===== src/rtl/pm_timer_pkg.sv =====
package pm_timer_pkg;

  localparam int unsigned POST_W = 4;

  typedef enum logic [1:0] {
    A_COUNT  = 2'd0,
    A_PERIOD = 2'd1,
    A_CTRL   = 2'd2,
    A_FLAG   = 2'd3
  } reg_addr_e;

  // control register image, bit 6 down to bit 0
  typedef struct packed {
    logic [POST_W-1:0] post;  // postscale N, ratio N+1
    logic              en;    // counting enable
    logic [1:0]        pre;   // prescale select
  } ctrl_t;

  localparam int unsigned CTRL_W = $bits(ctrl_t);

endpackage


===== src/rtl/pm_tick_div.sv =====
module pm_tick_div #(
  parameter int unsigned DIV = 4
) (
  input  logic clk,
  input  logic rst_n,
  output logic tick_o
);
  localparam int unsigned W = (DIV > 1) ? $clog2(DIV) : 1;
  localparam logic [W-1:0] LAST = W'(DIV - 1);

  logic [W-1:0] phase_q;

  always_ff @(posedge clk) begin
    if (!rst_n)               phase_q <= '0;
    else if (phase_q == LAST) phase_q <= '0;
    else                      phase_q <= phase_q + 1'b1;
  end

  assign tick_o = (phase_q == LAST);
endmodule


===== src/rtl/pm_prescaler.sv =====
module pm_prescaler #(
  parameter int unsigned PRE_W = 4
) (
  input  logic       clk,
  input  logic       rst_n,
  input  logic       clr,
  input  logic       tick,
  input  logic       en,
  input  logic [1:0] sel,
  output logic       inc_o
);
  localparam logic [PRE_W-1:0] TERM_1  = '0;
  localparam logic [PRE_W-1:0] TERM_4  = PRE_W'(3);
  localparam logic [PRE_W-1:0] TERM_16 = PRE_W'(15);

  logic [PRE_W-1:0] cnt_q;
  logic [PRE_W-1:0] term;
  logic             step;

  always_comb begin
    unique case (sel)
      2'b00:   term = TERM_1;
      2'b01:   term = TERM_4;
      default: term = TERM_16;
    endcase
  end

  assign step = tick && en && !clr;

  always_ff @(posedge clk) begin
    if (!rst_n || clr) cnt_q <= '0;
    else if (step)     cnt_q <= (cnt_q == term) ? '0 : cnt_q + 1'b1;
  end

  assign inc_o = step && (cnt_q == term);
endmodule


===== src/rtl/pm_postscaler.sv =====
module pm_postscaler #(
  parameter int unsigned W = 4
) (
  input  logic         clk,
  input  logic         rst_n,
  input  logic         clr,
  input  logic         evt,
  input  logic [W-1:0] last,
  output logic         fire_o
);
  logic [W-1:0] cnt_q;
  logic         step;

  assign step = evt && !clr;

  always_ff @(posedge clk) begin
    if (!rst_n || clr) cnt_q <= '0;
    else if (step)     cnt_q <= (cnt_q == last) ? '0 : cnt_q + 1'b1;
  end

  assign fire_o = step && (cnt_q == last);
endmodule


===== src/rtl/pm_timer.sv =====
module pm_timer
  import pm_timer_pkg::*;
#(
  parameter int unsigned CNT_W    = 8,
  parameter int unsigned BASE_DIV = 4,
  parameter int unsigned PRE_W    = 4
) (
  input  logic             clk,
  input  logic             rst_n,
  input  logic             reg_wr,
  input  logic [1:0]       reg_addr,
  input  logic [CNT_W-1:0] reg_wdata,
  output logic [CNT_W-1:0] reg_rdata,
  output logic             match_o,
  output logic             irq_o
);
  localparam int unsigned PAD_CTRL = CNT_W - CTRL_W;

  ctrl_t            ctrl_q;
  logic [CNT_W-1:0] cnt_q;
  logic [CNT_W-1:0] period_q;
  logic             flag_q;
  logic             match_q;

  logic wr_cnt, wr_per, wr_ctrl, flag_clr;
  logic scal_clr;
  logic base_tick, pre_inc, at_period, match_evt, post_fire;
  logic ctrl_en;

  assign wr_cnt   = reg_wr && (reg_addr == A_COUNT);
  assign wr_per   = reg_wr && (reg_addr == A_PERIOD);
  assign wr_ctrl  = reg_wr && (reg_addr == A_CTRL);
  assign flag_clr = reg_wr && (reg_addr == A_FLAG) && reg_wdata[0];
  assign scal_clr = wr_cnt || wr_ctrl;
  assign ctrl_en  = ctrl_q.en;

  pm_tick_div #(.DIV(BASE_DIV)) u_div (
    .clk    (clk),
    .rst_n  (rst_n),
    .tick_o (base_tick)
  );

  pm_prescaler #(.PRE_W(PRE_W)) u_pre (
    .clk   (clk),
    .rst_n (rst_n),
    .clr   (scal_clr),
    .tick  (base_tick),
    .en    (ctrl_q.en),
    .sel   (ctrl_q.pre),
    .inc_o (pre_inc)
  );

  assign at_period = (cnt_q == period_q);
  assign match_evt = pre_inc && at_period;

  pm_postscaler #(.W(POST_W)) u_post (
    .clk    (clk),
    .rst_n  (rst_n),
    .clr    (scal_clr),
    .evt    (match_evt),
    .last   (ctrl_q.post),
    .fire_o (post_fire)
  );

  // count: a software write overrides any advance in the same cycle
  always_ff @(posedge clk) begin
    if (!rst_n)       cnt_q <= '0;
    else if (wr_cnt)  cnt_q <= reg_wdata;
    else if (pre_inc) cnt_q <= at_period ? '0 : cnt_q + 1'b1;
  end

  always_ff @(posedge clk) begin
    if (!rst_n)      period_q <= '1;
    else if (wr_per) period_q <= reg_wdata;
  end

  always_ff @(posedge clk) begin
    if (!rst_n)       ctrl_q <= '0;
    else if (wr_ctrl) ctrl_q <= ctrl_t'(reg_wdata[CTRL_W-1:0]);
  end

  // set has priority over clear
  always_ff @(posedge clk) begin
    if (!rst_n) flag_q <= 1'b0;
    else        flag_q <= post_fire || (flag_q && !flag_clr);
  end

  always_ff @(posedge clk) begin
    if (!rst_n) match_q <= 1'b0;
    else        match_q <= match_evt;
  end

  always_comb begin
    unique case (reg_addr)
      A_COUNT:  reg_rdata = cnt_q;
      A_PERIOD: reg_rdata = period_q;
      A_CTRL:   reg_rdata = {{PAD_CTRL{1'b0}}, ctrl_q};
      default:  reg_rdata = {{(CNT_W-1){1'b0}}, flag_q};
    endcase
  end

  assign match_o = match_q;
  assign irq_o   = flag_q;
endmodule


===== config.mk =====
export PLATFORM = sky130hd
export DESIGN_NAME = pm_timer
export DESIGN_NICKNAME = d
export VERILOG_FILES = /design/src/rtl/pm_timer_pkg.sv /design/src/rtl/pm_tick_div.sv /design/src/rtl/pm_prescaler.sv /design/src/rtl/pm_postscaler.sv /design/src/rtl/pm_timer.sv
export SDC_FILE = /design/constraint.sdc
export NUM_CORES = 1
export LEC_CHECK = 0
export ABC_AREA = 0
export BUFFER_PORTS_ARGS = -buffer_cell sky130_fd_sc_hd__buf_2
export CELL_PAD_IN_SITES_DETAIL_PLACEMENT = 1
export CELL_PAD_IN_SITES_GLOBAL_PLACEMENT = 1
export CORE_UTILIZATION = 40
export CTS_BUF_LIST = sky130_fd_sc_hd__clkbuf_2 sky130_fd_sc_hd__clkbuf_4 sky130_fd_sc_hd__clkbuf_8
export CTS_CLUSTER_DIAMETER = 30
export DETAILED_ROUTE_END_ITERATION = 10
export PLACE_DENSITY_LB_ADDON = 0.1
export SYNTH_ARGS = -nofsm -noshare
export SYNTH_HDL_FRONTEND = slang
export SYNTH_SLANG_ARGS = --single-unit

===== constraint.sdc =====
create_clock -name clk -period 3.19 [get_ports clk]
set_clock_uncertainty 0.2 [all_clocks]
set_input_delay 0.1595 -clock clk [delete_from_list [all_inputs] [get_ports clk]]
set_output_delay 0.1595 -clock clk [all_outputs]
set_load 0.03 [all_outputs]

# == Word level (Yosys, flattened, before mapping) ==
# Index checks and enable logic that the tools add are counted.
# classes
add_sub_neg,4
eq_ne,8
muxes,7
bitwise,1
n_reduce_logical,22
# ops
op,count
$mux 8,3
$pmux 8 s3,1
$logic_and 1x1->1,12
$add 4x1->4 const B,2
$add 8x1->8 const B,1
$eq 4x4->1,2
$eq 8x8->1,1
$mux 4,2
$pmux 4 s2,1
$eq 2x2->1 const B,3
$eq 2x1->1 const B,2
$logic_not 2->1,2
$logic_not 1->1,3
$logic_or 1x1->1,3
$add 2x1->2 const B,1
$reduce_bool 2->1,1
$reduce_or 2->1,1
$not 1->1,1
# totals
reg_bits,35
inputBits,13
out_inout_bits,10
elab_cells,52

# == Depth between registers and ports, before layout ==
# logic_depth
word_depth,10
mapped_depth,7
mapped_depth_nobuf,6

# == By module ==
# Synthesis repeated with hierarchy kept, for this count alone.
# hier_totals
hier_cells,236
hier_area_um2,1956.9
# modules_own_cells
module,n_inst,cells_each,area_per_inst_um2,seq_area_each_um2
pm_timer,1,178,1391.3,500.5
pm_prescaler,1,29,251.5,80.1
pm_postscaler,1,24,240.2,80.1
pm_tick_div,1,5,73.8,40.0

# == Least setup slack after synthesis ==
# No wires, ideal clock.
# synth_path
kind,flip-flop to flip-flop
from,register u_div.phase_q[0]
to,register cnt_q[3]
setup_ps,93
arrival_time_ps,1599
required_time_ps,2897
slack_ps,1298
stages_incl_launch_ff,8
path_buffers,1
synth_period_minus_slack_ps,1892
path_cell_list,dfxtp_1 > ha_1 > and2_1 > o2111ai_1 > and2_1 > buf_6 > or3_4 > o311ai_2
# synth_between
elab_chain_len,5
# synth_lines
element,line_no,text
start: declaration,pm_tick_div.sv:11,logic [W-1:0] phase_q;
start signal: assignment,pm_tick_div.sv:16,else phase_q <= phase_q + 1'b1;
$eq 2x2->1,pm_tick_div.sv:19,assign tick_o = (phase_q == LAST);
$logic_and 1x1->1 (2 in series),pm_prescaler.sv:28,assign step = tick && en && !clr;
$logic_and 1x1->1,pm_prescaler.sv:35,assign inc_o = step && (cnt_q == term);
$reduce_bool 2->1 (no line),--,
end signal: assignment,pm_timer.sv:68,else if (wr_cnt) cnt_q <= reg_wdata;
end signal: assignment,pm_timer.sv:69,else if (pre_inc) cnt_q <= at_period ? '0 : cnt_q + 1'b1;
end: declaration,pm_timer.sv:20,logic [CNT_W-1:0] cnt_q;
# Every way passes these cells.
# A chain may end at the register's enable or synchronous reset.

# == Worst setup path in the final report ==
# layout_path
from,register cnt_q[5]
to,register cnt_q[6]
# layout_between
elab_chain_len,4
elab_cells_between_ends,5
cone_classes,1 x add/sub; 1 x eq/ne; 3 x mux
# layout_lines
element,line_no
$add 8x1->8 / $eq 8x8->1 (equally long branches),"pm_timer.sv:69, pm_timer.sv:53"
$mux 8 (*) (2 in series),pm_timer.sv:69
$mux 8 (*),pm_timer.sv:68
# Every way passes the cells marked *; elsewhere a longest branch is shown, timed or not. The select of a mux whose other input is x is not followed.

==> metrics.md <==
| Metric | Value |
|---|---|
| Top FF cell, synth | `dfxtp_1` |
| ANT nets after route | `0` |
| Setup TNS | `0 ps` |
| Worst Hold Launch | `reg_wr` |
| Slew Viols, Final | `0` |
| R2r startpoint | `cnt_q[5]$_SDFFE_PN0P_` |
| #FFs+latches synth | `35` |
| Worst endpoint data arrival time | `between 2000 and 2500 ps` |
| VDD IR max | `roughly 0.23 mV` |
| Met1 global-route usage | `34.14%` |
| Layout cells sized above 1 | `roughly 14%` |
| IO Port Bufs | `22` |
| Drt pass-1 iters | `4` |
| Synthesized cell area | `between 1500 and 2000 um2` |
| Vias per inst | `5.499` |
| Post-Route WL | `around 5.9 mm` |
| Slew @ Worst Pin | `893.7 ps` |
| Clock Latency Late Sink | `around 290 ps` |
| CTS resizes | `0` |
| Clock input transition at the sequential cells of the worst setup and hold paths | `about 70 ps` |
| Crit path kind | `reg2reg` |
| Routability cong. | `a little under 0.8` |
| IO Count | `23` |
| Max-cap violations | `0` |
| Hold slack final | `32.50 ps` |
| Met2 Usage GRT | `38.32%` |
| Synth cell types | `45` |
| Initial antenna violation count | `0` |
| Power Total | `around 0.00096 W` |
| Most used routing layer | `met2` |
| Remaining DRCs | `0` |
| Area fraction of the dominant cell type after synthesis | `a little over a third` |
| Yosys Warn Count | `0` |
| Fmax | `about 0.42 GHz` |
| Post-Syn Nets | `roughly 270` |
| Largest net degree at the start of global routing | `24` |
| Avg Inst Size Synth | `7.898 um2` |
| Max Buffers Root-to-Sink | `2` |
| Slew headroom | `between 40 and 50%` |
| R2r endpoint | `cnt_q[6]$_SDFFE_PN0P_` |
| Period utilisation layout | `between 70% and 80%` |
| R2R depth | `5` |
| Core area | `approximately 4700 um2` |
| Overflow after GRT | `0` |
| Power Density | `between 400 and 500 nW/um2` |
| Layout overhead on the synthesized area | `15.34%` |
| Crit end category | `register` |
| Vias in the first global route | `~1.9k` |
| H-tree levels | `2` |
| Initial Util | `41.80%` |
| Vias | `1,864` |
| NumNets Final | `a little under 300` |
| Die W | `72.26 um` |
| FFs w/ async S/R, synth | `0%` |
| Cts hold-fix bufs | `8` |
| # setup viols final | `0` |
| Seq/Total Area, Yosys | `35.49%` |
| CP startpoint kind | `register` |
| Cell taking the most area after synthesis | `dfxtp_1` |
| Lkg Pwr | `approximately 0.86 nW` |
| Met3 usage | `under 10%` |
| Number of DRC markers in iteration 0 | `124` |
| RSZ-0062 raised after global routing | `no` |
| Max FO, Critical Path | `13` |
| Commonest non-fill, non-tap cell in the layout | `nand2_1` |
| Chip Height | `approximately 72 um` |
| CTS tree | `yes` |
| # clock sinks | `35` |
| Hold crit path type | `in2reg` |
| DP HPWL | `about 4.3 mm` |
| Post-CTS Setup Bufs | `0` |
| First-pass GRT wire length | `9.570 mm` |
| R2R Setup Slk | `a little over 800 ps` |
| Antenna cell count | `0` |
| Synthesized instance count | `between 200 and 300` |
| Final Hold Viols | `0` |
| Tmin final | `between 2000 and 2500 ps` |
| Final Core Density | `between 40% and 50%` |
| Most frequent cells in the layout | `52 x nand2_1, 35 x dfxtp_1, 27 x nand3_1` |
| WHS Endpoint | `ctrl_en$_SDFFE_PN0P_` |
| Number of synthesized flops with an enable pin | `0` |
| Wirelength per Cell | `17.26 um` |
| Total Die Area | `5221 um2` |
| Core Rows | `25` |
| WHS Path Cells | `3` |
| Root Buffer Master | `clkbuf_8` |
| CP Data Required Time | `3180 ps` |
| CTS buffer count | `5` |
| Outcome | `finished, final reports clean` |
| Largest cells by area after synthesis | `dfxtp_1 35%, nand2_1 9.9%, xnor2_1 7.1%, nand3_1 6.8%, mux2i_1 3.5%` |
| All-Layer GR Usage | `24.56%` |
[worst max-delay path, stage by stage, from the launching register on]
cell,delay [ps]
dfxtp_1,490
xnor2_1,190
nand4_1,240
nor2_1,750
nor3_1,170
o21a_1,230
[per-stage QoR]
step	setup slack [ps]	cells	cell area [um2]
floorplan	1298	250	1974
global placement	883.7	324	2110
detailed placement	874.4	324	2110
CTS	827.3	339	2277
global route	652.1	339	2277
finish	817.9	339	2277
[sequential cells by signal, summed over array words and instances (netlist names)]
signal / cells
cnt_q: 8
period_q: 8
ctrl_q: 6
u_post.cnt_q: 4
u_pre.cnt_q: 4
u_div.phase_q: 2
ctrl_en: 1
irq_o: 1
match_o: 1
[logic make-up (layout without fill, tap and decap cells)]
logic type               Yosys count  count (layout)  synth area share (%)
XOR/XNOR                          18              18                 7.985
multiplexers                       8               8                 4.690
buffers and inverters             20              42                 4.499
adder cells (fa/ha/maj)            4               4                 2.535
AO/OA/AOI/OAI                     43              43                 15.15
AND/OR/NAND/NOR                  122             122                 29.66
flip-flops                        35              35                 35.49
[report_power, final]
part,switching [W],internal [W]
clock,0.000161,0.000169
combinational,0.0000889,0.0000619
sequential,0.0000229,0.000455
total,0.000272,0.000687
[synthesized netlist by cell type (2+ instances only)]
master	n
clkbuf_1	12
and2_1	4
buf_2	4
o32a_1	2
dfxtp_1	35
xnor2_1	16
o21a_1	4
nand2_1	52
mux2i_1	7
inv_1	2
o22ai_1	2
a21oi_1	9
nor2_1	9
nand4_1	6
o31ai_1	3
o21ai_0	11
nand3b_1	2
nor3_1	11
o311ai_2	2
ha_1	4
a211oi_1	2
xor2_1	2
nand3_1	27
[worst max path at each step]
stage | start | slack, ps | endpoint | cells past startpoint
2_1_floorplan | u_div.phase_q[0]$_SDFF_PP0_ | 1300 | cnt_q[3]$_SDFFE_PN0P_ | 7
3_3_place_gp | cnt_q[5]$_SDFFE_PN0P_ | 880 | cnt_q[3]$_SDFFE_PN0P_ | 5
3_5_place_dp | cnt_q[4]$_SDFFE_PN0P_ | 870 | cnt_q[6]$_SDFFE_PN0P_ | 5
4_1_cts | cnt_q[4]$_SDFFE_PN0P_ | 830 | cnt_q[6]$_SDFFE_PN0P_ | 5
5_1_grt | cnt_q[4]$_SDFFE_PN0P_ | 650 | match_o$_SDFF_PN0_ | 5
6_report | cnt_q[5]$_SDFFE_PN0P_ | 820 | cnt_q[6]$_SDFFE_PN0P_ | 5
[metal layers]
metal,up-vias,wire (um)
li1,924,-
met1,889,2932
met2,40,2618
met3,11,193
met4,0,106
met5,-,0
[layout make-up]
cell class | instances | area, um2
clock inverters | 1 | 5.005
flip-flops and latches | 35 | 700.7
fillers | 591 | 2446
inverters | 2 | 7.507
multi-input cells | 195 | 1185
repair buffers | 33 | 212.7
well taps | 67 | 83.83
clock buffers | 6 | 82.58
No activity file was read; power rests on OpenSTA's default activity.
